**config.mk**
```make
export PLATFORM = sky130hd
export DESIGN_NAME = sliding_window_buf
export DESIGN_NICKNAME = d
export VERILOG_FILES = /design/src/rtl/sbuf_pkg.sv /design/src/rtl/sbuf_fill_ctrl.sv /design/src/rtl/sbuf_elem_array.sv /design/src/rtl/sliding_window_buf.sv
export SDC_FILE = /design/constraint.sdc
export NUM_CORES = 1
export LEC_CHECK = 0
export ABC_CLOCK_PERIOD_IN_PS = 11200
export BUFFER_PORTS_ARGS = -buffer_cell sky130_fd_sc_hd__buf_2
export CELL_PAD_IN_SITES_DETAIL_PLACEMENT = 1
export CELL_PAD_IN_SITES_GLOBAL_PLACEMENT = 1
export CORE_UTILIZATION = 45
export CTS_BUF_LIST = sky130_fd_sc_hd__clkbuf_8
export DETAILED_ROUTE_END_ITERATION = 7
export PLACE_DENSITY_LB_ADDON = 0.1
export SKIP_CTS_REPAIR_TIMING = 1
export SYNTH_ARGS = -nofsm -noshare
export SYNTH_HDL_FRONTEND = slang
export SYNTH_HIERARCHICAL = 1
export SYNTH_SLANG_ARGS = --single-unit
export TNS_END_PERCENT = 1
```
**constraint.sdc**
```tcl
create_clock -name clk -period 11.2 [get_ports clk]
set_input_delay 0.56 -clock clk [delete_from_list [all_inputs] [get_ports clk]]
set_output_delay 0.56 -clock clk [all_outputs]
set_load 0.005 [all_outputs]
```
**src/rtl/sbuf_pkg.sv**
```systemverilog
package sbuf_pkg;
  // Occupancy of the two-beat element array.
  typedef enum logic [1:0] {
    FILL_EMPTY = 2'd0,
    FILL_HALF  = 2'd1,
    FILL_FULL  = 2'd2
  } fill_e;
endpackage

```
**src/rtl/sbuf_fill_ctrl.sv**
```systemverilog
module sbuf_fill_ctrl
  import sbuf_pkg::*;
(
  input  logic clk,
  input  logic rst,
  input  logic in_valid,
  input  logic in_last,
  input  logic out_ready,
  output logic in_ready,
  output logic out_valid,
  output logic out_last,
  output logic shift_en,
  output logic load_en,
  output logic load_hi
);
  fill_e st_q, st_pre, st_d;
  logic  last_q, last_d;
  logic  out_fire, in_fire;

  assign out_valid = (st_q == FILL_FULL);
  assign out_last  = last_q;
  assign out_fire  = out_valid && out_ready;
  assign in_ready  = (st_q != FILL_FULL) || out_ready;
  assign in_fire   = in_valid && in_ready;

  always_comb begin
    // occupancy once any consumed window has left
    st_pre = st_q;
    if (out_fire) st_pre = last_q ? FILL_EMPTY : FILL_HALF;
    st_d   = st_pre;
    last_d = last_q;
    if (out_fire) last_d = 1'b0;
    if (in_fire) begin
      if (st_pre == FILL_EMPTY) begin
        // a lone final beat cannot complete a window: drop it
        st_d = in_last ? FILL_EMPTY : FILL_HALF;
      end else begin
        st_d   = FILL_FULL;
        last_d = in_last;
      end
    end
  end

  assign shift_en = out_fire;
  assign load_en  = in_fire;
  assign load_hi  = (st_pre == FILL_HALF);

  always_ff @(posedge clk) begin
    if (rst) begin
      st_q   <= FILL_EMPTY;
      last_q <= 1'b0;
    end else begin
      st_q   <= st_d;
      last_q <= last_d;
    end
  end

  assert_fill_legal_R4: assert property (@(posedge clk) disable iff (rst)
    st_q inside {FILL_EMPTY, FILL_HALF, FILL_FULL});

  assert_valid_sticks_R5: assert property (@(posedge clk) disable iff (rst)
    (out_valid && !out_ready) |=> out_valid);

  assert_last_restarts_R7: assert property (@(posedge clk) disable iff (rst)
    (out_valid && out_ready && out_last) |=> !out_valid);
endmodule

```
**src/rtl/sbuf_elem_array.sv**
```systemverilog
module sbuf_elem_array #(
  parameter int ELEM_W = 32,
  parameter int BEAT_N = 4,
  parameter int WIN_N  = 6
) (
  input  logic                     clk,
  input  logic                     rst,
  input  logic                     shift_en,
  input  logic                     load_en,
  input  logic                     load_hi,
  input  logic [BEAT_N*ELEM_W-1:0] in_data,
  output logic [WIN_N*ELEM_W-1:0]  win_o
);
  localparam int REG_N = 2 * BEAT_N;

  logic [ELEM_W-1:0]       slot_q [REG_N];
  logic [REG_N*ELEM_W-1:0] slots_flat;

  for (genvar j = 0; j < REG_N; j++) begin : g_slot
    localparam int POS = j % BEAT_N;
    localparam bit HI  = (j >= BEAT_N);
    logic take;
    assign take = load_en && (load_hi == HI);
    if (j < BEAT_N) begin : g_lo
      always_ff @(posedge clk) begin
        if (rst)            slot_q[j] <= '0;
        else if (take)      slot_q[j] <= in_data[POS*ELEM_W +: ELEM_W];
        else if (shift_en)  slot_q[j] <= slot_q[j+BEAT_N];
      end
    end else begin : g_hi
      always_ff @(posedge clk) begin
        if (rst)            slot_q[j] <= '0;
        else if (take)      slot_q[j] <= in_data[POS*ELEM_W +: ELEM_W];
      end
    end
    assign slots_flat[j*ELEM_W +: ELEM_W] = slot_q[j];
  end

  assign win_o = slots_flat[WIN_N*ELEM_W-1:0];

  assert_array_quiet_R6: assert property (@(posedge clk) disable iff (rst)
    !(shift_en || load_en) |=> $stable(slots_flat));
endmodule

```
**src/rtl/sliding_window_buf.sv**
```systemverilog
module sliding_window_buf #(
  parameter int ELEM_W = 32,
  parameter int BEAT_N = 4,
  parameter int TAPS   = 3
) (
  input  logic                            clk,
  input  logic                            rst,
  input  logic                            beat_valid,
  output logic                            beat_ready,
  input  logic [BEAT_N*ELEM_W-1:0]        beat_data,
  input  logic                            beat_last,
  output logic                            win_valid,
  input  logic                            win_ready,
  output logic [(BEAT_N+TAPS-1)*ELEM_W-1:0] win_data,
  output logic                            win_last
);
  localparam int WIN_N = BEAT_N + TAPS - 1;

  logic shift_en, load_en, load_hi;

  sbuf_fill_ctrl u_ctrl (
    .clk       (clk),
    .rst       (rst),
    .in_valid  (beat_valid),
    .in_last   (beat_last),
    .out_ready (win_ready),
    .in_ready  (beat_ready),
    .out_valid (win_valid),
    .out_last  (win_last),
    .shift_en  (shift_en),
    .load_en   (load_en),
    .load_hi   (load_hi)
  );

  sbuf_elem_array #(
    .ELEM_W (ELEM_W),
    .BEAT_N (BEAT_N),
    .WIN_N  (WIN_N)
  ) u_array (
    .clk      (clk),
    .rst      (rst),
    .shift_en (shift_en),
    .load_en  (load_en),
    .load_hi  (load_hi),
    .in_data  (beat_data),
    .win_o    (win_data)
  );

  assert_stall_hold_R5: assert property (@(posedge clk) disable iff (rst)
    (win_valid && !win_ready) |=> ($stable(win_data) && $stable(win_last)));
endmodule

```
======== Yosys cells after proc, flatten, opt, wreduce, memory -nomap -nowiden ========
Memory sizes are Yosys's and may differ from the RTL's.
Cells that the tools add are included.
word-level totals
  register bits ........................... 3
  latch bits .............................. 0
  bits in writable memories ............... 256
  memory bits (read-only) ................. 0
  input port bits ......................... 133
  output and inout port bits .............. 195
  memories kept ........................... 1
operators by class
  $add $sub $neg .......................... 0
  $mul .................................... 0
  div/mod/pow operators ................... 0
  $lt $le $gt $ge ......................... 0
  equality and inequality tests ........... 3
  shift-type cells ........................ 0
  multiplexer cells ....................... 32
  bitwise operators ....................... 13
  reductions and logical operators ........ 6
memories
  memory          words  bits a word  read ports  clocked after memory_dff  wr ports  RTL line               text
  u_array.slot_q  8      32           8           0                         8         sbuf_elem_array.sv:16  logic [ELEM_W-1:0] slot_q [REG_N];
operators by type and width
  operator              count
  $mux W32              12
  $mux W1               17
  $or A1 B1 Y1          12
  $mux W2               3
  $logic_and A1 B1 Y1   4
  $eq A2 B1 Y1 const B  1
  $eq A2 B2 Y1 const B  1
  $logic_not A2 Y1      1
  $ne A2 B2 Y1 const B  1
  $logic_or A1 B1 Y1    1
  $not A1 Y1            1

======== Depth between registers and ports, before layout ========
  depth in word-level cells ............... 11
  depth in mapped cells ................... 9
  depth with buffers taken out ............ 6

======== By module ========
The synthesis kept the hierarchy.
by module, submodules not included
  module           times used  cells each  area an instance (um^2)
  sbuf_elem_array  1           908         11,128.2
  sbuf_fill_ctrl   1           30          224.0

======== Worst setup path before layout ========
OpenSTA, ideal clock, no wires.
  path type ............................... input to register
  start ................................... in win_ready
  end ..................................... mem u_array.slot_q[0][0], enable pin
  library setup time ...................... 0.494 ns
  arrival time ............................ 4.108 ns
  slack ................................... 6.598 ns
  cell stages on the path ................. 6
  buffers on the path ..................... 1
  path through ............................ inv_1 > nor3_1 > a22o_2 > and2b_1 > buf_4 > or3_1
RTL lines
  element          RTL line                  text
  start, declared  sliding_window_buf.sv:13  input logic win_ready,
  end, declared    sbuf_elem_array.sv:16

==> flow_summary.yaml <==
yosys:
  synth_edf_count: 256
  yosysUniqueCellTypes: 29
  syn_nets: 1071
  yosysSeqAreaShare: 0.682
  async_flop_share: 0
  synth_cells: 938
  synth.area.top_cells: "edfxtp_1 (68%), and2_1 (7.1%), a21oi_1 (5.8%)"
  synth-seq-cells: 259
  syn-cell-area_sq_mm: 0.0114
  ys_warn_count: 6
  synthDominantAreaCellType: "edfxtp_1"
  synth_area_per_cell_sq_um: 12.1
  synth.top_cell.area_share: 0.677
  synth-main-ff-cell: "edfxtp_1"
routing:
  antenna_left: 0
  wirelength_mm: 31.2
  dr_total_vias: 8053
  wl_per_cell_microns: 20.1
  drt-vias-per-instance: 5.20
  drt_iter0_markers: 641
  drc: 0
  firstDrtPassIters: 5
sta:
  rsz0062_at_grt: "false"
  finalSetupViolCount: 0
  clock_skew_ps: 12.2
  fmax_ghz: 0.274
  fin_crit_ps: 3650
  whs_ps: 312
  finalSetupTns_ps: 0
  worstMarginPinSlew_ps: 1040
  slew_headroom: 0.307
  post-route-period-util: 0.326
  finalHoldViolCount: 0
  slew_viol_final: 0
setup_path:
  setup.worst_path.start_class: "input port"
  arrival_ps: 3810
  r2r_start: "u_ctrl/st_q[1]"
  crit_required_ps: 11360
  end_kind: "register"
  worstSetupPathType: "in2reg"
  path_max_fanout: 83
  reg2reg_depth: 7
  r2r_end: "u_array/slot_q[1][100]"
  ff2ff_setup_slack_ps: 7640
floorplanning:
  fp-row-count: 57
  coreArea_sq_mm: 0.0245
  initial_utilization: 0.463
  num_io_pins: 328
  fp.dieH_microns: 161
  dieArea_sq_mm: 0.0259
  die_w_microns: 161
global_route:
  antenna_found_initial: 11
  grt_max_degree: 84
  track_usage: 0.235
  grt_pass1_vias: 8153
  grt_overflow: 0
  grt_pass1_wl_mm: 46.6
layout:
  drive_gt1_frac: 0.326
  mostFrequentLayoutCell: "buf_2"
  num-fill-cells: 2693
  multiInputGateArea_sq_mm: 0.00278
  fin_area_sq_mm: 0.0135
  nets: 1317
  seqCellArea_sq_mm: 0.00775
  final_cell_mix: "buf_2 (326), edfxtp_1 (256), nand2_1 (132), a21oi_1 (131), and2_1 (129)"
  area_delta_synth_final_pct: 18.7
placed_design:
  dpl_cell_area_sq_mm: 0.0126
  numPortBuffers: 327
  place_congestion: 0.778
  hpwl_mm: 19.2
clock_network:
  clk_pin_slew_worst_paths_ps: 60
  cts_sinks: 259
  cts_tree: "built"
  cts-root-buf: "clkbuf_8"
  cts_max_level: 2
  clk-insertion-delay-late_ps: 540
  clock_path_buffers: 3
  cts_made_buffers: 44
power:
  p_per_area_mw_per_mm2: 165
  p_leak_nw: 5.58
  ir_worst_vdd_v: 0.0000948
outcome:
  status: "finished clean"
min_path:
  holdPathEnd: "u_array/slot_q[1][111]"
  hold_path_depth: 2
  hold_start: "beat_data[111]"
  hold_path.class: "in2reg"
flow_run:
  cap_violations: 0
## final cells by class
type / instances / share of cell area
sequential: 259 / 0.575
timing repair buffer: 336 / 0.127
clock inverter: 35 / 0.0140
clock buffer: 45 / 0.0460
multi-input combinational: 540 / 0.206
tap: 324 / 0.0301
inverter: 3 / 0.000836
antenna: 7 / 0.00130
## Yosys cell counts, drive strengths merged, types with 2 or more instances
cell type	count
dfxtp	3
nor3b	2
nor2b	2
edfxtp	256
inv	3
nand2b	2
nand3	128
buf	116
a21oi	131
and2	129
clkbuf	20
nand2	132
o21ai	4
## how the worst max path moves through the flow
stage / from / end / slack (ps) / cells after the start
2_1_floorplan: win_ready / u_array/slot_q[0][0] / 6600 / 6
3_3_place_gp: rst / u_array/slot_q[0][101] / 7030 / 4
3_5_place_dp: rst / u_array/slot_q[0][103] / 6990 / 4
4_1_cts: rst / u_array/slot_q[0][117] / 7570 / 4
5_1_grt: rst / u_array/slot_q[0][102] / 7340 / 4
6_report: rst / u_array/slot_q[0][102] / 7550 / 4
## registers in the layout (all words and copies together) (netlist names)
name,cells
u_array/slot_q,256
u_ctrl/out_last,1
u_ctrl/st_q,2
## worst max-delay path: stages
cell and delay [ps]:
buf_4 710, buf_4 640, or3_4 760, buf_4 910
## report_power, final
group	switching (mW)	internal (mW)	leakage, nW
logic	0.154	0.0835	2.36
clock network	0.376	0.419	0.469
registers	0.0321	1.16	2.76
## routing by layer
metal	share of wire	GRT usage	vias to the layer above
li1	-	-	3749
met1	0.41	0.300	3923
met2	0.49	0.390	311
met3	0.067	0.0514	64
met4	0.030	0.0948	6
met5	0.0012	0	-
## cell families (layout without fill, tap and decap cells)
logic type      Yosys count  after routing  synth area share
other cells               0              7                 0
simple gates            401            401             0.178
flops                   259            259             0.682
buf+inv                 139            419            0.0762
compound gates          137            137            0.0611
mux                       2              2           0.00187
## per-stage QoR
stage	cells	utilization	worst slack (ps)	total power, mW
finish	1549	0.549	7550	2.23
global route	1546	0.549	7340	2.32
CTS	1542	0.548	7570	2.25
detailed placement	1462	0.515	6990	1.45
global placement	1462	0.515	7030	1.45
floorplan	938	-	6600	1.34
Power figures use the tool's default switching activity.
